==> config.mk <==
export PLATFORM = sky130hd
export DESIGN_NAME = dma2d_engine
export DESIGN_NICKNAME = d
export VERILOG_FILES = /design/src/rtl/dma2d_engine.sv
export SDC_FILE = /design/constraint.sdc
export NUM_CORES = 1
export LEC_CHECK = 0
export ABC_AREA = 1
export BUFFER_PORTS_ARGS = -buffer_cell sky130_fd_sc_hd__clkbuf_2
export CELL_PAD_IN_SITES_DETAIL_PLACEMENT = 2
export CELL_PAD_IN_SITES_GLOBAL_PLACEMENT = 2
export CORE_AREA = 4 4 241 243
export CTS_BUF_LIST = sky130_fd_sc_hd__clkbuf_16
export DETAILED_ROUTE_END_ITERATION = 12
export DIE_AREA = 0 0 245 247
export PLACE_DENSITY = 0.88
export RECOVER_POWER = 100
export SYNTH_ARGS = -nofsm -noshare
export SYNTH_HDL_FRONTEND = slang
export SYNTH_SLANG_ARGS = --single-unit
==> constraint.sdc <==
create_clock -name clk -period 3.7 [get_ports clk]
set_input_delay 0.74 -clock clk [delete_from_list [all_inputs] [get_ports clk]]
set_output_delay 0.74 -clock clk [all_outputs]
set_load 0.01 [all_outputs]
==> src/rtl/dma2d_engine.sv <==
module dma2d_engine (
  input  logic        clk,
  input  logic        rst_n,
  input  logic        cfg_we,
  input  logic [2:0]  cfg_addr,
  input  logic [31:0] cfg_wdata,
  output logic        mem_req,
  output logic        mem_we,
  output logic [31:0] mem_addr,
  output logic [15:0] mem_wdata,
  input  logic        mem_ack,
  input  logic [15:0] mem_rdata,
  input  logic        per_req,
  output logic        per_gnt,
  input  logic [15:0] per_wdata,
  output logic [15:0] per_rdata,
  output logic        busy,
  output logic        irq,
  output logic        err
);
  typedef enum logic [1:0] {IDLE, FETCH, CHECK, XFER} st_t;
  st_t st;

  logic [31:0] s_start, s_ptr, addr, dptr, nxt;
  logic [15:0] s_xc, s_xm, s_yc, s_ym;
  logic [15:0] xc, xm, ym, xr, yr, plo;
  logic [4:1]  cfg;
  logic [3:0]  idx;
  logic        dmode;

  wire ctl_wr  = cfg_we && cfg_addr == 3'd1;
  wire start_w = ctl_wr && cfg_wdata[0] && st == IDLE;
  wire abort_w = ctl_wr && !cfg_wdata[0];
  wire beat    = st == XFER && mem_req && mem_ack;
  wire row_end = xr == 16'd1;
  wire last    = row_end && yr == 16'd1;

  assign mem_req   = st == FETCH || (st == XFER && per_req);
  assign mem_we    = st == XFER && cfg[4];
  assign mem_addr  = st == FETCH ? dptr + {27'd0, idx, 1'b0} : addr;
  assign mem_wdata = per_wdata;
  assign per_rdata = mem_rdata;
  assign per_gnt   = beat;
  assign busy      = st != IDLE;

  always_ff @(posedge clk) begin
    if (!rst_n) begin
      st <= IDLE; irq <= 1'b0; err <= 1'b0; dmode <= 1'b0; idx <= '0;
      s_start <= '0; s_ptr <= '0; s_xc <= '0; s_xm <= '0; s_yc <= '0; s_ym <= '0;
      addr <= '0; dptr <= '0; nxt <= '0; plo <= '0; cfg <= '0;
      xc <= '0; xm <= '0; ym <= '0; xr <= '0; yr <= '0;
    end else begin
      irq <= 1'b0;
      if (cfg_we)
        case (cfg_addr)
          3'd0: s_start <= cfg_wdata;
          3'd2: s_xc    <= cfg_wdata[15:0];
          3'd3: s_xm    <= cfg_wdata[15:0];
          3'd4: s_yc    <= cfg_wdata[15:0];
          3'd5: s_ym    <= cfg_wdata[15:0];
          3'd6: s_ptr   <= cfg_wdata;
          default: ;
        endcase
      if (abort_w) st <= IDLE;
      else
        case (st)
          IDLE: if (start_w) begin
            err   <= 1'b0;
            dmode <= cfg_wdata[1];
            if (cfg_wdata[1]) begin
              dptr <= s_ptr; idx <= '0; st <= FETCH;
            end else begin
              cfg  <= cfg_wdata[4:1];
              addr <= s_start; xc <= s_xc; xr <= s_xc; xm <= s_xm;
              yr   <= s_yc; ym <= s_ym; st <= CHECK;
            end
          end
          FETCH: if (mem_ack) begin
            idx <= idx + 4'd1;
            case (idx)
              4'd0: plo <= mem_rdata;
              4'd1: addr[15:0] <= mem_rdata;
              4'd2: addr[31:16] <= mem_rdata;
              4'd3: cfg <= mem_rdata[4:1];
              4'd4: begin xc <= mem_rdata; xr <= mem_rdata; end
              4'd5: xm <= mem_rdata;
              4'd6: yr <= mem_rdata;
              4'd7: ym <= mem_rdata;
              default: begin nxt <= {mem_rdata, plo}; st <= CHECK; end
            endcase
          end
          CHECK:
            if (xr == '0 || yr == '0) begin err <= 1'b1; st <= IDLE; end
            else st <= XFER;
          XFER: if (beat) begin
            if (row_end) begin
              addr <= addr + {{16{ym[15]}}, ym}; xr <= xc; yr <= yr - 16'd1;
            end else begin
              addr <= addr + {{16{xm[15]}}, xm}; xr <= xr - 16'd1;
            end
            if (last) begin
              irq <= cfg[3];
              if (dmode) begin
                if (cfg[1]) begin dptr <= nxt; idx <= '0; st <= FETCH; end
                else st <= IDLE;
              end else if (cfg[2]) begin
                addr <= s_start; xc <= s_xc; xr <= s_xc; xm <= s_xm;
                yr   <= s_yc; ym <= s_ym; st <= CHECK;
              end else st <= IDLE;
            end
          end
          default: st <= IDLE;
        endcase
    end
  end
endmodule

==> results of run 1 <==
## Yosys cell counts, types with 7 or more instances
cell / count / area (sq um)
sky130_fd_sc_hd__clkbuf_1: 101 / 379.1
sky130_fd_sc_hd__nor3_1: 22 / 110.1
sky130_fd_sc_hd__buf_4: 46 / 345.3
sky130_fd_sc_hd__o21bai_1: 8 / 60.06
sky130_fd_sc_hd__buf_1: 7 / 26.28
sky130_fd_sc_hd__o211ai_1: 23 / 172.7
sky130_fd_sc_hd__dfxtp_1: 333 / 6666
sky130_fd_sc_hd__a211oi_1: 36 / 270.3
sky130_fd_sc_hd__nand4_1: 16 / 100.1
sky130_fd_sc_hd__a21oi_1: 251 / 1256
sky130_fd_sc_hd__mux2i_1: 32 / 320.3
sky130_fd_sc_hd__or2_2: 8 / 50.05
sky130_fd_sc_hd__nand3_1: 80 / 400.4
sky130_fd_sc_hd__a211oi_2: 12 / 150.1
sky130_fd_sc_hd__buf_2: 15 / 75.07
sky130_fd_sc_hd__xnor2_1: 30 / 262.8
sky130_fd_sc_hd__a31oi_1: 14 / 87.58
sky130_fd_sc_hd__nand2_1: 556 / 2087
sky130_fd_sc_hd__a21oi_2: 28 / 245.2
sky130_fd_sc_hd__inv_2: 8 / 30.03
sky130_fd_sc_hd__o21ai_0: 367 / 1837
sky130_fd_sc_hd__ha_1: 50 / 625.6
sky130_fd_sc_hd__inv_1: 247 / 927.1
sky130_fd_sc_hd__o21ai_1: 28 / 140.1
sky130_fd_sc_hd__xor2_1: 32 / 280.3
sky130_fd_sc_hd__nor2_1: 397 / 1490
## report_power, final
| part | switching, mW | internal (mW) | total, mW |
|---|---|---|---|
| combinational | 0.686 | 0.272 | 0.957 |
| sequential | 0.102 | 3.68 | 3.79 |
| clock | 1.74 | 2.33 | 4.08 |
## kinds of logic (layout without fill, tap and decap cells)
logic type / after synthesis / after routing / synth area share (%)
buf+inv: 433 / 496 / 9.779
fa+ha+maj: 52 / 52 / 3.534
xor+xnor: 62 / 62 / 2.883
flops: 333 / 333 / 35.39
simple gates: 1101 / 1101 / 23.64
compound gates: 782 / 782 / 23.07
mux: 32 / 32 / 1.701
## sequential cells by signal, indices dropped and copies added, names as in the netlist, 32 cells and up
signal / count
nxt: 32
s_ptr: 32
addr: 32
s_start: 32
dptr: 32
## how the worst max path moves through the flow
stage / from / endpoint / slack, ns / depth (start not counted)
2_1_floorplan: xr[11] / addr[22] / 0.52 / 25
3_3_place_gp: idx[0] / mem_addr[25] / 0.14 / 16
3_5_place_dp: idx[0] / mem_addr[25] / 0.04 / 16
4_1_cts: dptr[1] / mem_addr[23] / -0.05 / 16
5_1_grt: dptr[1] / mem_addr[25] / -0.31 / 16
6_report: dptr[1] / mem_addr[29] / -0.19 / 16
## placed cells by master, fill, tap and decap left out, types with 23 or more instances in the layout
cell type,instances
sky130_fd_sc_hd__o21ai_1,29
sky130_fd_sc_hd__o211ai_1,23
sky130_fd_sc_hd__a21oi_1,249
sky130_fd_sc_hd__nand2_1,549
sky130_fd_sc_hd__a211oi_1,36
sky130_fd_sc_hd__nand3_1,78
sky130_fd_sc_hd__inv_1,248
sky130_fd_sc_hd__clkbuf_2,85
sky130_fd_sc_hd__o21ai_0,365
sky130_fd_sc_hd__mux2i_1,32
sky130_fd_sc_hd__clkbuf_16,40
sky130_fd_sc_hd__clkbuf_1,29
sky130_fd_sc_hd__a21oi_2,29
sky130_fd_sc_hd__xor2_1,32
sky130_fd_sc_hd__dfxtp_1,330
sky130_fd_sc_hd__nor2_1,389
sky130_fd_sc_hd__ha_1,45
sky130_fd_sc_hd__xnor2_1,29
sky130_fd_sc_hd__buf_4,40
## cell type report
class / instances / area [sq um] / area share, %
tap: 756 / 945.9 / 4.428
sequential: 333 / 6673 / 31.23
timing repair buffer: 169 / 1021 / 4.779
clock buffer: 39 / 975.9 / 4.568
multi-input combinational: 2029 / 10490 / 49.09
clock inverter: 29 / 282.8 / 1.324
inverter: 259 / 978.4 / 4.580
## metrics by stage
step	power [mW]	util, %	area [sq um]
6_report	8.820	38.18	21360
5_1_grt	9.056	38.18	21360
4_1_cts	8.746	38.06	21300
3_5_place_dp	4.737	35.58	19910
3_3_place_gp	4.677	35.58	19910
2_1_floorplan	4.377	-	18830
## what timing repair did
item | 4_1_cts | 5_1_grt
hold endpoints to repair | 0 | 0
gates cloned | 0 | 1
pin swaps | 5 | 6
setup endpoints to repair | 15 | 40
resized for setup | 25 | 38
setup buffers | 6 | 5
## critical path, stage by stage (launching register included)
cell and delay (ns):
sky130_fd_sc_hd__dfxtp_4 0.38, sky130_fd_sc_hd__ha_4 0.15, sky130_fd_sc_hd__inv_2 0.04, sky130_fd_sc_hd__fa_2 0.34, sky130_fd_sc_hd__inv_2 0.10, sky130_fd_sc_hd__nand3_2 0.08
sky130_fd_sc_hd__nand2_2 0.10, sky130_fd_sc_hd__nand2_4 0.07, sky130_fd_sc_hd__nor2_4 0.20, sky130_fd_sc_hd__nand2_4 0.09, sky130_fd_sc_hd__nor2_4 0.14, sky130_fd_sc_hd__nand4_1 0.22
sky130_fd_sc_hd__nand2b_4 0.23, sky130_fd_sc_hd__xnor2_2 0.13, sky130_fd_sc_hd__nand2_1 0.08, sky130_fd_sc_hd__nand2_1 0.08, sky130_fd_sc_hd__buf_2 0.13
## per-layer routing
metal / part of all wire [%] / vias up
li1: - / 9228
met1: 40 / 10620
met2: 47 / 833
met3: 6.4 / 295
met4: 6.4 / 2
met5: 0.010 / -
==> flow_summary_export.csv, run 1 <==
group,metric,value,unit
run_status,outcome,"finished with violations",
run_status,failed_checks,"capacitance limit, slew limit, setup timing",
floorplanning,die-width,245,um
sta,report.final.setup_viol,11,
cts,clk_path_buf_depth,3,
floorplanning,placeableCoreArea,55950,sq um
worst_hold_path,whs_path_depth,2,
floorplanning,io_pins,142,
place,place.detailed.instances,3534,
cts,clk_pin_slew,0.06,ns
place,worst_slack_at_placement,0.04402,ns
sta,finalCritPeriodShare,105.3,%
yosys,synth_cell_type_count,50,
worst_setup_path,rr_endpoint,"nxt[12]",
run,cap_viol_max_count,6,
global_routing,grt_pass1_wl,144700,um
global_routing,top_usage_layer,"met2",
power,p_leak,9.370,nW
yosys,syn_nets,2919,
sta,timing_hold_violations_final,0,
worst_hold_path,worst_hold_path_type,"reg2reg",
worst_hold_path,hold_end,"s_xm[5]",
detailed_routing,drt-vias-per-instance,5.803,
worst_setup_path,critPathLaunchType,"flip-flop",
cts,post_cts_hold_buffer_count,0,
worst_setup_path,critical_path_peak_fanout,4,
global_routing,antenna_found_initial,3,
worst_setup_path,crit-reg2reg-launch,"idx[0]",
detailed_routing,count_of_antenna_violating_nets_left_after_detailed_routing,0,
cts,cts_buffers,38,
final_layout,final_cells,3614,
worst_setup_path,reg2regPathDepth,11,
final_layout,filler_cell_count,6682,
global_routing,number_of_global_route_vias_before_repair,22850,
global_routing,globalRouteOverflowTotal,0,
sta,final_ws_setup,-0.1948,ns
worst_setup_path,timing.critical_path.required,2.96,ns
place,place.gp.congestion,0.9466,
final_layout,antenna_cells,0,
yosys,gate_count_post_synth,2795,
yosys,mappedNetlistArea,18830,sq um
detailed_routing,detail_route.iter0.violations,1745,
detailed_routing,drt-wirelength-per-cell,27.64,um
floorplanning,die-height,247,um
yosys,synth-seq-cells,333,
sta,drv_slew,212,
cts,clockRootBuffer,"sky130_fd_sc_hd__clkbuf_16",
final_layout,final_layout_size_suffix_gt1_share,10.50,%
cts,cts_tree,"done",
global_routing,pin_count_of_the_biggest_net_entering_global_routing,81,
sta,rsz0062_at_grt,"yes",
power,power-per-cell-area,412.9,nW/um^2
global_routing,met2_usage,52.60,%
sta,relSlewSlack,-12.38,%
sta,tns,-1.384,ns
worst_setup_path,critPathCaptureType,"output pin",
final_layout,finalNetCount,2954,
power,maximum_resistive_drop_on_vdd,0.3989,mV
yosys,avgSynthCellArea,6.739,sq um
floorplanning,initial_core_util,33.66,%
place,place_hpwl,64700,um
detailed_routing,drt_first_pass_iters,5,
global_routing,grt_use_total,31.11,%
yosys,synth_ff_type,"sky130_fd_sc_hd__dfxtp_1",
sta,max_clock_freq,256.8,MHz
final_layout,layout-area-overhead-vs-synth,13.43,%
detailed_routing,wirelength,99870,um
sta,whs,0.4547,ns
worst_setup_path,setup.reg_to_reg.worst_slack,0.06,ns
worst_hold_path,hold_path.startpoint,"s_xm[5]",
worst_setup_path,critPathKind,"reg2out",
yosys,synth_edf_count,0,
yosys,fraction_of_registers_with_async_set_or_reset_after_synthesis,0,%
sta,worst_pin_slew,1.686,ns
detailed_routing,route.vias.total,20970,
cts,clkSinkCount,333,
sta,min_period,3.895,ns
worst_setup_path,arrival,3.15,ns
global_routing,met3_track_demand_over_resource,6.636,%
cts,insertion_delay,0.57,ns
place,placement.io_buffers,109,
yosys,seq_area_frac_synth,35.39,%
cts,htreeDepth,2,
sta,fin_worst_skew,0.01702,ns
detailed_routing,drc_errors,0,
yosys,yosys_warnings,0,
floorplanning,rows,87,
floorplanning,die-area,60520,sq um
global_routing,grtUsageMet1,36.63,%
(Power assumes the default switching activity.)
==> run 2: changes to the inputs <==
- RECOVER_POWER: 100 -> unset
==> run 2 against run 1 <==
The flow finishes with violations (setup timing). Sequential cell count unchanged. Sequential share of layout area down 0.16 points. Global-route usage is the same. Utilization increased by 0.20 points. Critical path type unchanged. Critical endpoint is now mem_addr[25]. Largest power group unchanged. Highest routed layer is now met4.
==> flow_summary_export.csv, run 2 (synthesized netlist as in run 1, its figures left out) <==
group,metric,value,unit
cts,clk_path_buf_depth,3,
floorplanning,io_pins,142,
detailed_routing,drt-vias-per-instance,5.821,
worst_setup_path,critical_path_peak_fanout,4,
sta,whs,0.4536,ns
sta,max_clock_freq,255.9,MHz
final_layout,finalNetCount,2954,
final_layout,final_design_area_no_fill,21470,sq um
sta,relSlewSlack,27.64,%
power,total_chip_power,8.829,mW
sta,fin_worst_skew,0.01827,ns
floorplanning,rows,87,
sta,final_ws_setup,-0.2073,ns
sta,rsz0062_at_grt,"yes",
cts,post_cts_hold_buffer_count,0,
worst_setup_path,reg2regPathDepth,23,
global_routing,pin_count_of_the_biggest_net_entering_global_routing,81,
worst_setup_path,critPathLaunchType,"flip-flop",
sta,drv_slew,0,
run_status,outcome,"finished with violations",
sta,worst_pin_slew,1.084,ns
detailed_routing,route.vias.total,21040,
final_layout,layout-area-overhead-vs-synth,14.01,%
place,place_hpwl,64700,um
detailed_routing,detail_route.iter0.violations,1822,
floorplanning,die-height,247,um
detailed_routing,count_of_antenna_violating_nets_left_after_detailed_routing,0,
floorplanning,initial_core_util,33.66,%
cts,clockRootBuffer,"sky130_fd_sc_hd__clkbuf_16",
worst_setup_path,timing.critical_path.cells,"ha_4 > inv_2 > fa_2 > inv_2 > nand3_2 > nand2_2 > nand2_4 > nor2_4 > nand2_4 > nor2_4 > nand4_1 > nor3_2 > xor2_1 > nand2_1 > nand2_1 > buf_6",
cts,insertion_delay,0.57,ns
cts,cts_buffers,38,
worst_hold_path,worst_hold_path_type,"reg2reg",
worst_setup_path,crit-reg2reg-launch,"xr[1]",
worst_setup_path,critPathKind,"reg2out",
place,place.gp.congestion,0.9466,
floorplanning,die-area,60520,sq um
run_status,failed_checks,"setup timing",
cts,clkSinkCount,333,
sta,report.final.setup_viol,11,
detailed_routing,drt-wirelength-per-cell,27.61,um
worst_setup_path,rr_endpoint,"addr[28]",
worst_hold_path,hold_path.startpoint,"s_xm[5]",
final_layout,filler_cell_count,6656,
sta,timing_hold_violations_final,0,
worst_setup_path,critical_path_buf_inv_count,3,
global_routing,grt_use_total,31.11,%
worst_setup_path,timing.critical_path.required,2.96,ns
power,power-per-cell-area,411.2,nW/um^2
cts,htreeDepth,2,
global_routing,antenna_found_initial,3,
floorplanning,placeableCoreArea,55950,sq um
floorplanning,die-width,245,um
sta,finalCritPeriodShare,105.6,%
place,placed_inst_area,19910,sq um
detailed_routing,wirelength,99800,um
worst_setup_path,critPathSlowestCell,"sky130_fd_sc_hd__dfxtp_4",
cts,clk_pin_slew,0.07,ns
worst_setup_path,path_delay_family,"simple AND/OR/NAND/NOR gates",
final_layout,layout.cells.most_common,"sky130_fd_sc_hd__nand2_1",
global_routing,grt_pass1_wl,144700,um
global_routing,globalRouteOverflowTotal,0,
global_routing,number_of_global_route_vias_before_repair,22850,
worst_setup_path,critical_path.max_stage_delay,0.38,ns
power,maximum_resistive_drop_on_vdd,0.3998,mV
run,cap_viol_max_count,0,
place,worst_slack_at_placement,0.04402,ns
detailed_routing,drc_errors,0,
worst_setup_path,setup.reg_to_reg.worst_slack,0.13,ns
cts,cts_tree,"done",
sta,tns,-1.331,ns
power,p_leak,9.474,nW
worst_setup_path,critPathCaptureType,"output pin",
final_layout,mostFrequentLayoutCells,"sky130_fd_sc_hd__nand2_1 (549), sky130_fd_sc_hd__nor2_1 (386), sky130_fd_sc_hd__o21ai_0 (365)",
worst_hold_path,hold_end,"s_xm[5]",
final_layout,final_layout_size_suffix_gt1_share,11.69,%
worst_hold_path,whs_path_depth,2,
worst_setup_path,arrival,3.17,ns
detailed_routing,drt_first_pass_iters,5,
place,placement.io_buffers,109,
sta,min_period,3.907,ns
[run 2: layout make-up]
cell class	instances	area (sq um)	area share, %
clock inverter	29	282.8	1.317
tap	756	945.9	4.405
timing repair buffer	169	1116	5.198
sequential	333	6673	31.07
clock buffer	39	975.9	4.545
inverter	259	978.4	4.557
multi-input combinational	2029	10500	48.89
antenna	1	2.502	0.01165
[run 2: worst max-delay path by stage]
stage	start	end	slack (ns)	cells after the start
floorplan	xr[11]	addr[22]	0.52	25
global placement	idx[0]	mem_addr[25]	0.14	16
global route	dptr[1]	mem_addr[25]	-0.31	16
finish	dptr[1]	mem_addr[25]	-0.21	16
detailed placement	idx[0]	mem_addr[25]	0.04	16
CTS	dptr[1]	mem_addr[23]	-0.05	16
[run 2: worst register-to-register path: cells and delay by family (launching register included)]
kind / cells / cell delay (ns)
buf+inv: 3 / 0.42
simple gates: 16 / 1.82
flops: 1 / 0.33
fa+ha+maj: 3 / 0.82
compound gates: 1 / 0.06
[run 2: routing by layer]
| layer | up-vias | track usage (%) | share of wire [%] |
|---|---|---|---|
| met5 | - | 0 | 0 |
| met4 | 0 | 17.75 | 6.3 |
| met3 | 286 | 6.636 | 6.4 |
| met1 | 10710 | 36.63 | 40 |
| met2 | 819 | 52.60 | 48 |
| li1 | 9226 | - | - |
[run 2: through the flow]
step	util (%)	cells
finish	38.38	3615
global route	38.37	3614
floorplan	-	2795
CTS	38.06	3608
global placement	35.58	3534
detailed placement	35.58	3534
[run 2: where the power goes]
group,switching [mW],internal [mW]
clock,1.74,2.33
combinational,0.688,0.278
sequential,0.103,3.68
total,2.53,6.29
[run 2: repair_timing]
item / CTS / global route
gates resized for setup: 25 / 38
setup buffers: 6 / 5
pin swaps: 5 / 6
gates cloned: 0 / 1
endpoints found under the setup margin: 15 / 40
